--- src/rtl/ccap_pkg.sv ---
package ccap_pkg;
  typedef enum logic [2:0] {
    BUF_IMMEDIATE = 3'd0,
    BUF_WRAP      = 3'd1,
    BUF_AT_ZERO   = 3'd2,
    BUF_AT_MAX    = 3'd3,
    BUF_AT_MATCH  = 3'd4
  } buf_mode_e;

  typedef enum logic [1:0] {
    DIR_UP   = 2'd0,
    DIR_DOWN = 2'd1
  } dir_e;

  typedef enum logic [1:0] {
    EDGE_OFF  = 2'd0,
    EDGE_RISE = 2'd1,
    EDGE_FALL = 2'd2,
    EDGE_BOTH = 2'd3
  } edge_sel_e;

  typedef enum logic [1:0] {
    SRC_EXT_A = 2'd0,
    SRC_EXT_B = 2'd1,
    SRC_LOW   = 2'd2,
    SRC_HIGH  = 2'd3
  } src_sel_e;
endpackage

--- src/rtl/ccap_cmp_buf.sv ---
module ccap_cmp_buf
  import ccap_pkg::*;
#(
  parameter int CNT_W = 16
) (
  input  logic             clk,
  input  logic             rst_n,
  input  logic             enable,
  input  logic [2:0]       buf_mode,
  input  logic [1:0]       dir_mode,
  input  logic             at_zero,
  input  logic             at_max,
  input  logic [CNT_W-1:0] cnt_val,
  input  logic             wr_en,
  input  logic [CNT_W-1:0] wr_data,
  output logic [CNT_W-1:0] active_o,
  output logic             match_o
);
  logic [CNT_W-1:0] hold_q, active_q;
  logic             equal, wrap_evt, load;

  assign equal   = (cnt_val == active_q);
  assign match_o = enable && equal;

  always_comb begin
    case (dir_mode)
      DIR_UP:   wrap_evt = at_zero;
      DIR_DOWN: wrap_evt = at_max;
      default:  wrap_evt = at_zero || at_max;
    endcase
  end

  always_comb begin
    case (buf_mode)
      BUF_IMMEDIATE: load = 1'b1;
      BUF_WRAP:      load = wrap_evt;
      BUF_AT_ZERO:   load = at_zero;
      BUF_AT_MAX:    load = at_max;
      BUF_AT_MATCH:  load = equal;
      default:       load = 1'b0;
    endcase
  end

  always_ff @(posedge clk or negedge rst_n) begin
    if (!rst_n) begin
      hold_q   <= '0;
      active_q <= '0;
    end else begin
      if (wr_en) hold_q <= wr_data;
      if (enable && load) active_q <= hold_q;
    end
  end

  assign active_o = active_q;

  assert_immediate_load_R2: assert property (@(posedge clk) disable iff (!rst_n)
    (enable && buf_mode == 3'd0) |=> (active_o == $past(hold_q)));
  assert_match_hold_R5: assert property (@(posedge clk) disable iff (!rst_n)
    (enable && buf_mode == 3'd4 && cnt_val != active_o) |=> $stable(active_o));
  assert_reserved_hold_R6: assert property (@(posedge clk) disable iff (!rst_n)
    (buf_mode > 3'd4) |=> $stable(active_o));
  assert_frozen_capture_R13: assert property (@(posedge clk) disable iff (!rst_n)
    (!enable) |=> $stable(active_o));
endmodule

--- src/rtl/ccap_edge_det.sv ---
module ccap_edge_det #(
  parameter int SYNC_STAGES = 2
) (
  input  logic clk,
  input  logic rst_n,
  input  logic sig_raw,
  input  logic use_sync,
  output logic rise_o,
  output logic fall_o
);
  logic [SYNC_STAGES:0] chain_q;
  logic                 raw_q;
  logic                 cur, prev;

  always_ff @(posedge clk or negedge rst_n) begin
    if (!rst_n) begin
      chain_q <= '0;
      raw_q   <= 1'b0;
    end else begin
      raw_q      <= sig_raw;
      chain_q[0] <= sig_raw;
    end
  end

  for (genvar i = 1; i <= SYNC_STAGES; i++) begin : g_chain
    always_ff @(posedge clk or negedge rst_n) begin
      if (!rst_n) chain_q[i] <= 1'b0;
      else        chain_q[i] <= chain_q[i-1];
    end
  end

  assign cur    = use_sync ? chain_q[SYNC_STAGES-1] : sig_raw;
  assign prev   = use_sync ? chain_q[SYNC_STAGES]   : raw_q;
  assign rise_o = cur && !prev;
  assign fall_o = !cur && prev;

  assert_async_rise_R10: assert property (@(posedge clk) disable iff (!rst_n)
    (!use_sync && rise_o) |-> (sig_raw && !$past(sig_raw)));
  assert_sync_rise_R11: assert property (@(posedge clk) disable iff (!rst_n)
    (use_sync && rise_o) |-> $past(sig_raw, SYNC_STAGES));
endmodule

--- src/rtl/ccap_capture_reg.sv ---
module ccap_capture_reg #(
  parameter int CNT_W = 16
) (
  input  logic             clk,
  input  logic             rst_n,
  input  logic             fire,
  input  logic [CNT_W-1:0] cnt_val,
  input  logic             ready,
  output logic             valid_o,
  output logic [CNT_W-1:0] data_o,
  output logic             ovf_o
);
  logic take;
  assign take = valid_o && ready;

  always_ff @(posedge clk or negedge rst_n) begin
    if (!rst_n) begin
      valid_o <= 1'b0;
      data_o  <= '0;
      ovf_o   <= 1'b0;
    end else begin
      if (fire) begin
        data_o  <= cnt_val;
        valid_o <= 1'b1;
      end else if (take) begin
        valid_o <= 1'b0;
      end
      if (fire && valid_o && !take) ovf_o <= 1'b1;
      else if (take)                ovf_o <= 1'b0;
    end
  end

  assert_ovf_source_R12: assert property (@(posedge clk) disable iff (!rst_n)
    $rose(ovf_o) |-> $past(valid_o && !ready));
  assert_ovf_clear_R12: assert property (@(posedge clk) disable iff (!rst_n)
    (valid_o && ready) |=> !ovf_o);
  assert_fire_valid_R12: assert property (@(posedge clk) disable iff (!rst_n)
    fire |=> (valid_o && data_o == $past(cnt_val)));
endmodule

--- src/rtl/tmr_ccap_chan.sv ---
module tmr_ccap_chan
  import ccap_pkg::*;
#(
  parameter int CNT_W       = 16,
  parameter int SYNC_STAGES = 2
) (
  input  logic             clk,
  input  logic             rst_n,
  input  logic [CNT_W-1:0] cnt_val,
  input  logic [1:0]       cnt_dir,
  input  logic             cnt_at_zero,
  input  logic             cnt_at_max,
  input  logic             cfg_capture,
  input  logic             cfg_sync,
  input  logic [2:0]       cfg_buf_mode,
  input  logic [1:0]       cfg_trig_src,
  input  logic [1:0]       cfg_trig_edge,
  input  logic             trig_ext,
  input  logic             wr_en,
  input  logic [CNT_W-1:0] wr_data,
  output logic [CNT_W-1:0] cmp_active,
  output logic             cmp_match,
  output logic             cap_valid,
  input  logic             cap_ready,
  output logic [CNT_W-1:0] cap_data,
  output logic             cap_overflow
);
  logic trig_sig, trig_rise, trig_fall, cap_fire;

  always_comb begin
    case (cfg_trig_src)
      SRC_LOW:  trig_sig = 1'b0;
      SRC_HIGH: trig_sig = 1'b1;
      default:  trig_sig = trig_ext;
    endcase
  end

  ccap_cmp_buf #(.CNT_W(CNT_W)) u_cmp (
    .clk(clk), .rst_n(rst_n), .enable(!cfg_capture),
    .buf_mode(cfg_buf_mode), .dir_mode(cnt_dir),
    .at_zero(cnt_at_zero), .at_max(cnt_at_max), .cnt_val(cnt_val),
    .wr_en(wr_en), .wr_data(wr_data),
    .active_o(cmp_active), .match_o(cmp_match)
  );

  ccap_edge_det #(.SYNC_STAGES(SYNC_STAGES)) u_edge (
    .clk(clk), .rst_n(rst_n), .sig_raw(trig_sig), .use_sync(cfg_sync),
    .rise_o(trig_rise), .fall_o(trig_fall)
  );

  assign cap_fire = cfg_capture &&
    ((trig_rise && (cfg_trig_edge == EDGE_RISE || cfg_trig_edge == EDGE_BOTH)) ||
     (trig_fall && (cfg_trig_edge == EDGE_FALL || cfg_trig_edge == EDGE_BOTH)));

  ccap_capture_reg #(.CNT_W(CNT_W)) u_cap (
    .clk(clk), .rst_n(rst_n), .fire(cap_fire), .cnt_val(cnt_val),
    .ready(cap_ready), .valid_o(cap_valid), .data_o(cap_data),
    .ovf_o(cap_overflow)
  );

  assert_no_match_capture_R7: assert property (@(posedge clk) disable iff (!rst_n)
    cfg_capture |-> !cmp_match);
  assert_no_capture_cmp_R13: assert property (@(posedge clk) disable iff (!rst_n)
    (!cfg_capture && !cap_valid) |=> !cap_valid);
  assert_edge_off_R8: assert property (@(posedge clk) disable iff (!rst_n)
    (cfg_trig_edge == 2'd0) |=> $stable(cap_data));
endmodule

--- config.mk ---
export PLATFORM = sky130hd
export DESIGN_NAME = tmr_ccap_chan
export DESIGN_NICKNAME = d
export VERILOG_FILES = /design/src/rtl/ccap_pkg.sv /design/src/rtl/ccap_cmp_buf.sv /design/src/rtl/ccap_edge_det.sv /design/src/rtl/ccap_capture_reg.sv /design/src/rtl/tmr_ccap_chan.sv
export SDC_FILE = /design/constraint.sdc
export NUM_CORES = 1
export LEC_CHECK = 0
export ABC_AREA = 1
export BUFFER_PORTS_ARGS = -buffer_cell sky130_fd_sc_hd__buf_4
export CAP_MARGIN = 20
export CORE_MARGIN = 2
export CORE_UTILIZATION = 44
export DETAILED_ROUTE_END_ITERATION = 7
export GPL_TIMING_DRIVEN = 0
export PLACE_DENSITY = 0.71
export SLEW_MARGIN = 5
export SYNTH_ARGS = -nofsm -noshare
export SYNTH_HDL_FRONTEND = slang
export SYNTH_SLANG_ARGS = --single-unit
--- constraint.sdc ---
create_clock -name clk -period 1.5 [get_ports clk]
set_input_delay 0.15 -clock clk [delete_from_list [all_inputs] [get_ports clk]]
set_output_delay 0.15 -clock clk [all_outputs]
set_load 0.01 [all_outputs]
==> flow_summary.json <==
{
  "cts_tree": "yes",
  "drv_cap": 0,
  "crit_required_ns": 1.35,
  "start_kind": "register",
  "place_area_um2": 3180,
  "dieHeight_um": 79.1,
  "final_core_util_pct": 65.8,
  "drt-met1-wl_mm": 2.50,
  "cts-root-buf": "clkbuf_8",
  "switching_share_pct": 30.8,
  "grt_start_max_net_pins": 54,
  "syn-instance-count": 278,
  "postRouteAntennaNets": 0,
  "gp_congestion": 0.784,
  "clock_latency_ns": 0.30,
  "violations": "negative setup slack",
  "grt_usage_pct": 19.1,
  "boundaryPins": 85,
  "hpwl_mm": 4.18,
  "syn-cell-area_um2": 2480,
  "ys.flop_type": "dfrtp_1",
  "overflow": 0,
  "wl_met3_um": 386,
  "dp.cells": 432,
  "skew_ns": 0.00606,
  "htree_levels": 2,
  "die_w_um": 79.1,
  "post_drt_wl_per_cell_um": 13.2,
  "tightest_slew_ns": 0.671,
  "cp_num_buf_inv": 2,
  "route.detailed.drc": 0,
  "crit_slowest_cell": "dfrtp_1",
  "ys_seq_elements": 53,
  "cellLeakagePower_uw": 0.00194,
  "arrival_ns": 1.50,
  "crit_type": "reg -> out",
  "hold_path_class": "in -> reg",
  "final_nets": 442,
  "cts_buffers": 5,
  "maxSlewViolCount": 0,
  "crit_chain": "inv_1 -> nand2_1 -> nand2_1 -> nor2_2 -> nand2_2 -> nor2_4 -> and3_1 -> buf_4",
  "fin_tns_setup_ns": -1.03,
  "combPwrFrac_pct": 32.5,
  "fmax_mhz": 605,
  "coreArea_um2": 5470,
  "core.rowCount": 27,
  "synth_edf_count": 0,
  "start_util_pct": 45.3,
  "layout.cells.non_filler": 465,
  "avgSynthCellArea_um2": 8.92,
  "seq_area_frac_synth_pct": 53.5,
  "syn-num-nets": 328,
  "antenna_found_initial": 0,
  "end_kind": "output pin",
  "async_flop_share_pct": 100,
  "drt-total-wl_mm": 6.13,
  "clk_transition_reported_paths_ns": 0.09,
  "firstDrtPassIters": 4,
  "power_frac_seq_pct": 44.6,
  "hold_violations": 0,
  "crit_family": "simple AND/OR/NAND/NOR gates",
  "relSlewSlack_pct": 55.2,
  "met2RoutedLength_mm": 3.11,
  "numClockSinks": 53,
  "synth_warnings": 0,
  "diodes": 0,
  "ys_types": 28,
  "path_common_cell": "nand2_1",
  "final.min_clock_period_ns": 1.65,
  "p_int_uw": 2910,
  "drt_iter0_markers": 85,
  "routed.top_layer": "met4",
  "layout-drive-gt1-share_pct": 39.9,
  "vias": 2240,
  "io_buffers": 82,
  "final_cell_mix": "98 x nand2_1, 98 x buf_4, 53 x dfrtp_1",
  "die_area_um2": 6250,
  "grt_pass1_wl_mm": 9.34,
  "outcome": "complete, but fails checks",
  "rsz0062_at_grt": "true",
  "net-switching-power_uw": 1290,
  "max_stage_delay_ns": 0.41,
  "power.density_nw_per_um2": 1170,
  "ctsLongestPathBuffers": 2,
  "crit_path_max_fanout": 4,
  "setup_ws_ns": -0.153,
  "setup_viol": 17,
  "layout_worst_path_cycle_share_pct": 110,
  "ir_drop_mv": 0.533,
  "area.growth.synth_to_final_pct": 45.2,
  "grt_pass1_vias": 2087,
  "clkPwrFrac_pct": 22.9,
  "design_area_um2": 3600,
  "vias_per_cell": 4.82
}
-- power by group through the flow --
stage / combinational [µW] / sequential, µW / clock (µW)
6_report: 1360 / 1870 / 960
5_1_grt: 1500 / 1910 / 1040
4_1_cts: 1280 / 1870 / 986
3_5_place_dp: 1130 / 1920 / 0
3_3_place_gp: 1110 / 1910 / 0
2_1_floorplan: 461 / 1990 / 0
-- cells by family after synthesis --
| group | count (synthesis) | synth area share, % |
|---|---|---|
| AND/OR/NAND/NOR | 163 | 29.4 |
| flip-flops | 53 | 53.5 |
| buffers and inverters | 34 | 6.01 |
| multiplexers | 17 | 7.67 |
| AO/OA/AOI/OAI | 7 | 2.02 |
| XOR/XNOR | 4 | 1.41 |
-- through the flow --
| stage | setup WS, ns | power, µW | hold WS [ns] |
|---|---|---|---|
| after floorplan | 0.0837 | 2450 | -0.146 |
| after global placement | -0.0379 | 3020 | 0.224 |
| after detailed placement | -0.0718 | 3050 | 0.229 |
| after CTS | -0.123 | 4140 | 0.0590 |
| after global routing | -0.244 | 4450 | 0.0594 |
| final | -0.153 | 4200 | 0.0698 |
-- final cells by class --
| type | count | area, µm² |
|---|---|---|
| clock buffer | 6 | 72.6 |
| sequential | 53 | 1330 |
| clock inverter | 2 | 38.8 |
| multi-input combinational | 193 | 1090 |
| tap | 72 | 90.1 |
| timing repair buffer | 106 | 825 |
| inverter | 24 | 90.1 |
| buffer | 9 | 66.3 |
| fill | 455 | 1870 |
-- worst paths after layout --
check                      cells past startpoint                 end              start  slack, ns
hold / removal                                 2    u_cmp.hold_q[12]        wr_data[12]       0.07
hold reg to reg                                0   u_edge.chain_q[1]  u_edge.chain_q[0]       0.40
setup / recovery                               8           cmp_match  u_cmp.active_o[2]      -0.15
setup reg to reg                              11   u_cmp.active_o[6]  u_cmp.active_o[9]      -0.08
min in group asynchronous                      2  u_cmp.active_o[12]              rst_n       0.40
max in group asynchronous                      2   u_cmp.active_o[1]              rst_n       0.63
-- metal layers --
layer	up-vias	global-route usage, %
li1	1124	-
met3	11	4.20
met4	0	7.07
met1	1026	23.6
met2	79	32.7
met5	-	0
-- synthesized netlist by cell type, types with 2 or more instances --
cell / number / area, µm²
nand2_1: 103 / 387
dfrtp_1: 53 / 1330
inv_1: 23 / 86.3
nand3_1: 17 / 85.1
nor2_1: 17 / 63.8
mux2_2: 16 / 180
nand4_1: 16 / 100
buf_2: 5 / 25.0
clkbuf_1: 3 / 11.3
buf_6: 2 / 22.5
nor2_2: 2 / 12.5
o21ai_0: 2 / 10.0
or2_2: 2 / 12.5
xnor2_1: 2 / 17.5
xor2_1: 2 / 17.5
-- state kept, by name (all words and copies together), names as in the netlist --
register / cells
u_cap.data_o: 16
u_cmp.active_o: 16
u_cmp.hold_q: 16
u_edge.chain_q: 3
u_cap.ovf_o: 1
u_cap.valid_o: 1
-- timing repair --
item | 4_1_cts | 5_1_grt
endpoints found under the hold margin | 53 | 0
pin swaps | 9 | 6
hold buffers | 1 | 0
gates cloned | 1 | 2
endpoints found under the setup margin | 20 | 31
gates resized for setup | 10 | 20
setup buffers | 16 | 6
No activity file was read; power rests on OpenSTA's default activity.
